<file path="src/rtl/status_word_pkg.sv">
package status_word_pkg;

   localparam int SW_CF = 0;
   localparam int SW_PF = 2;
   localparam int SW_AF = 4;
   localparam int SW_ZF = 6;
   localparam int SW_SF = 7;
   localparam int SW_TF = 8;
   localparam int SW_IF = 9;
   localparam int SW_DF = 10;
   localparam int SW_OF = 11;

   localparam int SW_NCTRL = 3;
   localparam int SW_CTRL_TRAP = 0;
   localparam int SW_CTRL_INT  = 1;
   localparam int SW_CTRL_DIR  = 2;

   typedef struct packed {
      logic cf;
      logic pf;
      logic af;
      logic zf;
      logic sf;
      logic of;
   } cond_flags_t;

   function automatic logic [15:0] cond_mask();
      logic [15:0] m;
      m = '0;
      m[SW_CF] = 1'b1;
      m[SW_PF] = 1'b1;
      m[SW_AF] = 1'b1;
      m[SW_ZF] = 1'b1;
      m[SW_SF] = 1'b1;
      m[SW_OF] = 1'b1;
      return m;
   endfunction

   function automatic logic [15:0] ctrl_mask();
      logic [15:0] m;
      m = '0;
      m[SW_TF] = 1'b1;
      m[SW_IF] = 1'b1;
      m[SW_DF] = 1'b1;
      return m;
   endfunction

   function automatic cond_flags_t unpack_cond(input logic [15:0] w);
      cond_flags_t c;
      c.cf = w[SW_CF];
      c.pf = w[SW_PF];
      c.af = w[SW_AF];
      c.zf = w[SW_ZF];
      c.sf = w[SW_SF];
      c.of = w[SW_OF];
      return c;
   endfunction

   function automatic logic [15:0] pack_word(input cond_flags_t c,
                                             input logic [SW_NCTRL-1:0] k,
                                             input logic [15:0] rsvd);
      logic [15:0] w;
      w = rsvd & ~(cond_mask() | ctrl_mask());
      w[SW_CF] = c.cf;
      w[SW_PF] = c.pf;
      w[SW_AF] = c.af;
      w[SW_ZF] = c.zf;
      w[SW_SF] = c.sf;
      w[SW_OF] = c.of;
      w[SW_TF] = k[SW_CTRL_TRAP];
      w[SW_IF] = k[SW_CTRL_INT];
      w[SW_DF] = k[SW_CTRL_DIR];
      return w;
   endfunction

endpackage

</file>
<file path="src/rtl/sw_cond_calc.sv">
module sw_cond_calc
   import status_word_pkg::*;
#(
   parameter int WORD_W = 16,
   parameter int BYTE_W = 8,
   parameter int NIB_W  = 4
) (
   input  logic              word_op,
   input  logic              sub_op,
   input  logic [WORD_W-1:0] op_a,
   input  logic [WORD_W-1:0] op_b,
   input  logic [WORD_W-1:0] alu_res,
   input  logic              alu_carry,
   output cond_flags_t       cond
);

   localparam int HI_W = WORD_W - BYTE_W;

   logic a_top, b_top, r_top;
   logic lo_zero, hi_zero;
   logic same_in, flip_out;

   always_comb begin
      a_top   = word_op ? op_a[WORD_W-1]    : op_a[BYTE_W-1];
      b_top   = word_op ? op_b[WORD_W-1]    : op_b[BYTE_W-1];
      r_top   = word_op ? alu_res[WORD_W-1] : alu_res[BYTE_W-1];
      lo_zero = (alu_res[BYTE_W-1:0] == '0);
      hi_zero = (alu_res[WORD_W-1:BYTE_W] == {HI_W{1'b0}});
      // a subtract behaves as an add of the negated operand: invert b's sign
      same_in  = ~(a_top ^ (b_top ^ sub_op));
      flip_out = a_top ^ r_top;

      cond.cf = alu_carry;
      cond.pf = ~(^alu_res[BYTE_W-1:0]);
      cond.af = op_a[NIB_W] ^ op_b[NIB_W] ^ alu_res[NIB_W];
      cond.zf = lo_zero & (hi_zero | ~word_op);
      cond.sf = r_top;
      cond.of = same_in & flip_out;
   end

endmodule

</file>
<file path="src/rtl/sw_ctrl_bit.sv">
module sw_ctrl_bit #(
   parameter bit CLR_WINS = 1'b1
) (
   input  logic clk,
   input  logic rst_n,
   input  logic load_en,
   input  logic load_val,
   input  logic set_cmd,
   input  logic clr_cmd,
   output logic q
);

   logic nxt;

   generate
      if (CLR_WINS) begin : g_clr_first
         always_comb begin
            if (clr_cmd)      nxt = 1'b0;
            else if (set_cmd) nxt = 1'b1;
            else              nxt = q;
         end
      end else begin : g_set_first
         always_comb begin
            if (set_cmd)      nxt = 1'b1;
            else if (clr_cmd) nxt = 1'b0;
            else              nxt = q;
         end
      end
   endgenerate

   always_ff @(posedge clk) begin
      if (!rst_n)       q <= 1'b0;
      else if (load_en) q <= load_val;
      else              q <= nxt;
   end

   generate
      if (CLR_WINS) begin : g_chk
         a_r8_clear_wins: assert property (@(posedge clk) disable iff (!rst_n)
            (!load_en && clr_cmd) |=> !q);
      end
   endgenerate

   a_r11_load_bit: assert property (@(posedge clk) disable iff (!rst_n)
      load_en |=> (q == $past(load_val)));

   a_r10_bit_hold: assert property (@(posedge clk) disable iff (!rst_n)
      (!load_en && !set_cmd && !clr_cmd) |=> $stable(q));

endmodule

</file>
<file path="src/rtl/status_word_reg.sv">
module status_word_reg
   import status_word_pkg::*;
#(
   parameter int          WORD_W     = 16,
   parameter int          BYTE_W     = 8,
   parameter int          NIB_W      = 4,
   parameter logic [15:0] RSVD_VALUE = 16'h0002,
   parameter bit          CLR_WINS   = 1'b1
) (
   input  logic              clk,
   input  logic              rst_n,
   input  logic              upd_en,
   input  logic              word_op,
   input  logic              sub_op,
   input  logic [WORD_W-1:0] op_a,
   input  logic [WORD_W-1:0] op_b,
   input  logic [WORD_W-1:0] alu_res,
   input  logic              alu_carry,
   input  logic              int_set,
   input  logic              int_clr,
   input  logic              dir_set,
   input  logic              dir_clr,
   input  logic              load_en,
   input  logic [15:0]       load_word,
   output logic [15:0]       flags_out
);

   localparam logic [15:0] FLAG_BITS = cond_mask() | ctrl_mask();
   localparam logic [15:0] RSVD_BITS = ~FLAG_BITS;

   generate
      if (WORD_W != 16) begin : g_bad_word
         $error("status_word_reg: WORD_W must be 16 for the fixed flag layout");
      end
      if (BYTE_W <= NIB_W || BYTE_W >= WORD_W) begin : g_bad_byte
         $error("status_word_reg: need NIB_W < BYTE_W < WORD_W");
      end
      if ((RSVD_VALUE & FLAG_BITS) != 16'h0000) begin : g_bad_rsvd
         $error("status_word_reg: RSVD_VALUE overlaps flag positions");
      end
   endgenerate

   cond_flags_t              cond_calc;
   cond_flags_t              cond_q;
   logic [SW_NCTRL-1:0]      ctrl_q;
   logic [SW_NCTRL-1:0]      ctrl_set;
   logic [SW_NCTRL-1:0]      ctrl_clr;
   logic [SW_NCTRL-1:0]      ctrl_ld;

   sw_cond_calc #(
      .WORD_W(WORD_W),
      .BYTE_W(BYTE_W),
      .NIB_W (NIB_W)
   ) i_calc (
      .word_op  (word_op),
      .sub_op   (sub_op),
      .op_a     (op_a),
      .op_b     (op_b),
      .alu_res  (alu_res),
      .alu_carry(alu_carry),
      .cond     (cond_calc)
   );

   always_ff @(posedge clk) begin
      if (!rst_n)       cond_q <= '0;
      else if (load_en) cond_q <= unpack_cond(load_word);
      else if (upd_en)  cond_q <= cond_calc;
   end

   always_comb begin
      ctrl_set = '0;
      ctrl_clr = '0;
      ctrl_set[SW_CTRL_INT] = int_set;
      ctrl_clr[SW_CTRL_INT] = int_clr;
      ctrl_set[SW_CTRL_DIR] = dir_set;
      ctrl_clr[SW_CTRL_DIR] = dir_clr;
      ctrl_ld[SW_CTRL_TRAP] = load_word[SW_TF];
      ctrl_ld[SW_CTRL_INT]  = load_word[SW_IF];
      ctrl_ld[SW_CTRL_DIR]  = load_word[SW_DF];
   end

   generate
      for (genvar g = 0; g < SW_NCTRL; g++) begin : g_ctrl
         sw_ctrl_bit #(.CLR_WINS(CLR_WINS)) i_bit (
            .clk     (clk),
            .rst_n   (rst_n),
            .load_en (load_en),
            .load_val(ctrl_ld[g]),
            .set_cmd (ctrl_set[g]),
            .clr_cmd (ctrl_clr[g]),
            .q       (ctrl_q[g])
         );
      end
   endgenerate

   assign flags_out = pack_word(cond_q, ctrl_q, RSVD_VALUE);

   // ---------------- assertions ----------------
   a_r12_rsvd_fixed: assert property (@(posedge clk) disable iff (!rst_n)
      (flags_out & RSVD_BITS) == RSVD_VALUE);

   a_r11_load_all: assert property (@(posedge clk) disable iff (!rst_n)
      load_en |=> ((flags_out & FLAG_BITS) == ($past(load_word) & FLAG_BITS)));

   a_r10_cond_hold: assert property (@(posedge clk) disable iff (!rst_n)
      (!load_en && !upd_en) |=> ((flags_out & cond_mask()) == ($past(flags_out) & cond_mask())));

   a_r10_update_spares_ctrl: assert property (@(posedge clk) disable iff (!rst_n)
      (!load_en && !int_set && !int_clr && !dir_set && !dir_clr)
      |=> ((flags_out & ctrl_mask()) == ($past(flags_out) & ctrl_mask())));

   a_r4_carry_follow: assert property (@(posedge clk) disable iff (!rst_n)
      (upd_en && !load_en) |=> (flags_out[SW_CF] == $past(alu_carry)));

   a_r2_byte_zero: assert property (@(posedge clk) disable iff (!rst_n)
      (upd_en && !load_en && !word_op && alu_res[BYTE_W-1:0] == '0) |=> flags_out[SW_ZF]);

   a_r3_word_sign: assert property (@(posedge clk) disable iff (!rst_n)
      (upd_en && !load_en && word_op) |=> (flags_out[SW_SF] == $past(alu_res[WORD_W-1])));

   a_r8_int_set: assert property (@(posedge clk) disable iff (!rst_n)
      (!load_en && int_set && !int_clr) |=> flags_out[SW_IF]);

   a_r9_dir_clear: assert property (@(posedge clk) disable iff (!rst_n)
      (!load_en && dir_clr && CLR_WINS) |=> !flags_out[SW_DF]);

endmodule

</file>
<file path="config.mk">
export PLATFORM = sky130hd
export DESIGN_NAME = status_word_reg
export DESIGN_NICKNAME = d
export VERILOG_FILES = /design/src/rtl/status_word_pkg.sv /design/src/rtl/sw_cond_calc.sv /design/src/rtl/sw_ctrl_bit.sv /design/src/rtl/status_word_reg.sv
export SDC_FILE = /design/constraint.sdc
export NUM_CORES = 1
export LEC_CHECK = 0
export BUFFER_PORTS_ARGS = -buffer_cell sky130_fd_sc_hd__buf_2
export CAP_MARGIN = 5
export CORE_MARGIN = 4
export CORE_UTILIZATION = 34
export DETAILED_ROUTE_END_ITERATION = 8
export PLACE_DENSITY = 0.9
export SLEW_MARGIN = 30
export SYNTH_ARGS = -nofsm -noshare
export SYNTH_HDL_FRONTEND = slang
export SYNTH_SLANG_ARGS = --single-unit
</file>
<file path="constraint.sdc">
create_clock -name clk -period 2.8 [get_ports clk]
set_input_delay 0.42 -clock clk [delete_from_list [all_inputs] [get_ports clk]]
set_output_delay 0.42 -clock clk [all_outputs]
set_load 0.01 [all_outputs]
</file>
==> flow_metrics.py <==
metrics = {
    "status": {
        "outcome": "finished, final reports clean",
    },
    "setup_path": {
        "r2r_start": "flags_out[11]",
        "path_max_fanout": 2,
        "r2r_slack_ns": 1.83,
        "worstSetupPathType": "in -> reg",
        "cp.arrival_ns": 1.44,
        "worstPathRequired_ns": 2.99,
        "reg2reg_depth": 4,
        "rr_endpoint": "flags_out[11]",
        "end_kind": "flop",
        "cp-start-kind": "input port",
    },
    "global_routing": {
        "globalRouteOverflowTotal": 0,
        "grt_pass1_vias": 582,
        "grt_pass1_wl_um": 2350,
        "track_usage_pct": 11.0,
        "grt_max_degree": 14,
        "antenna_found_initial": 0,
    },
    "cts": {
        "clockBufferDepth": 2,
        "cts_made_buffers": 3,
        "clk_root_buffer_cell": "clkbuf_4",
        "cts_tree": "yes",
        "cts_max_level": 1,
        "ctsHoldBuffers": 0,
        "clock-sinks": 9,
        "clkLatencyLatePin_ns": 0.26,
        "post_cts_resize_count": 0,
        "postCtsSetupRepairBufs": 0,
        "path_clk_slew_ns": 0.06,
    },
    "sta": {
        "min_period_ns": 1.24,
        "setup_viol_count_final": 0,
        "rsz0062_at_grt": "no",
        "fin_crit_sh_pct": 44.4,
        "setup_tns_ns": 0,
        "hold_violations": 0,
        "fin_skew_ns": 0,
        "drv_slew": 0,
        "fmaxAchievable_ghz": 0.804,
    },
    "synthesis": {
        "async_flop_share_pct": 0,
        "avgSynthCellArea_sq_um": 8.43,
        "synth_seq_cells": 9,
        "yosysSeqAreaShare_pct": 25.4,
        "ys_warn_count": 0,
        "synthesis.instances": 84,
        "synth.distinct_cells": 30,
        "ys.flop_type": "dfxtp_1",
        "synth_edf_count": 0,
        "synth_area_sq_um": 708,
    },
    "final_layout": {
        "nFillCells": 220,
        "layout_common_cells": "50 x buf_2, 9 x dfxtp_1, 8 x inv_1",
        "final_nets": 211,
        "drive_above_1_share_pct": 42.7,
        "mostFrequentLayoutCell": "buf_2",
        "design_area_sq_um": 940,
        "syn2layout_area_growth_pct": 32.7,
        "diodes": 0,
    },
    "route": {
        "wl_per_cell_um": 10.6,
        "dr.pass1.iters": 2,
        "drtAntennaViolNets": 0,
        "drc_errors": 0,
        "drt-initial-drc-count": 1,
        "wirelength_um": 1680,
        "via_per_inst": 4.38,
        "vias": 692,
    },
    "placement": {
        "port_buffers": 50,
        "place_congestion": 0.678,
        "dp_hpwl_um": 1480,
        "place_area_sq_um": 913,
    },
    "flow_run": {
        "cap_violations": 0,
    },
    "hold_path": {
        "min_path_type": "in -> reg",
        "hold_depth": 2,
        "hold_end": "flags_out[0]",
        "min-delay-start": "load_word[0]",
    },
    "pwr": {
        "power.leakage_nw": 0.521,
        "p_per_area_nw_per_um2": 373,
        "ir_drop_mv": 0.250,
        "power.total_w": 0.000350,
    },
    "floorplanning": {
        "start_util_pct": 36.1,
        "die_y_um": 53.6,
        "die_w_um": 53.6,
        "coreArea_sq_um": 1960,
        "dieArea_sq_um": 2880,
        "pin_count": 91,
        "rows": 16,
    },
}
## critical path, stage by stage
cell and delay, ns:
buf_2 0.09, inv_1 0.04, ha_1 0.29, xnor2_1 0.23, xnor2_1 0.15, mux2i_1 0.09, a21oi_1 0.13
## logic make-up after synthesis
| group | Yosys count | synth area share (%) |
|---|---|---|
| AO/OA/AOI/OAI | 14 | 12.5 |
| XOR/XNOR | 6 | 7.42 |
| adder cells (fa/ha/maj) | 4 | 7.07 |
| buffers and inverters | 21 | 18.6 |
| flip-flops | 9 | 25.4 |
| multiplexers | 7 | 10.1 |
| other | 2 | 1.06 |
| AND/OR/NAND/NOR | 21 | 17.8 |
## area by class of cell
type | instances | area (sq um) | share of cell area [%]
sequential | 9 | 180 | 19.2
tap | 27 | 33.8 | 3.60
inverter | 9 | 33.8 | 3.60
clock buffer | 4 | 26.3 | 2.80
timing repair buffer | 50 | 250 | 26.6
multi-input combinational | 59 | 415 | 44.2
## synth_stat cells (2+ instances only)
cell	n	share of area [%]
dfxtp_1	9	25
nor2b_1	5	4.4
o21ai_0	2	1.4
conb_1	2	1.1
nor3_1	2	1.4
nor2_1	5	2.7
buf_6	2	3.2
xnor2_1	5	6.2
inv_1	8	4.2
mux2i_1	6	8.5
a21oi_1	6	4.2
buf_4	10	11
ha_1	4	7.1
nor3b_1	2	2.1
## how the worst max path moves through the flow
| stage | startpoint | to | slack, ns | cells past startpoint |
|---|---|---|---|---|
| after detailed placement | alu_res[4] | flags_out[2] | 1.28 | 7 |
| after global placement | alu_res[13] | flags_out[6] | 1.29 | 5 |
| after floorplan | alu_res[13] | flags_out[6] | 1.48 | 4 |
| after CTS | alu_res[4] | flags_out[2] | 1.55 | 7 |
| final | alu_res[4] | flags_out[2] | 1.56 | 7 |
| after global routing | alu_res[4] | flags_out[2] | 1.46 | 7 |
## stage by stage
step / instances / setup WS [ns] / utilization (%) / hold WS [ns]
6_report: 158 / 1.56 / 47.9 / 0.384
2_1_floorplan: 89 / 1.48 / - / 0.484
5_1_grt: 158 / 1.46 / 47.9 / 0.384
4_1_cts: 158 / 1.55 / 47.9 / 0.374
3_3_place_gp: 154 / 1.29 / 46.6 / 0.492
3_5_place_dp: 154 / 1.28 / 46.6 / 0.525
## power by group
part	switching [W]	internal (W)
clock	0.0000450	0.0000549
sequential	0.00000396	0.000137
combinational	0.0000518	0.0000571
total	0.000101	0.000249
## registers in the layout (all words and copies together) (netlist names)
| name | flops |
|---|---|
| g_ctrl.i_bit.q | 3 |
| flags_out | 6 |
## metal layers
metal / up-vias / GRT usage [%] / part of all wire, %
met5: - / 0 / 0
met4: 0 / 2.55 / 0
met3: 0 / 4.16 / 7.4
met2: 23 / 21.4 / 59
met1: 308 / 10.8 / 34
li1: 361 / - / -
Note: power is estimated with default switching activity, not from simulation.
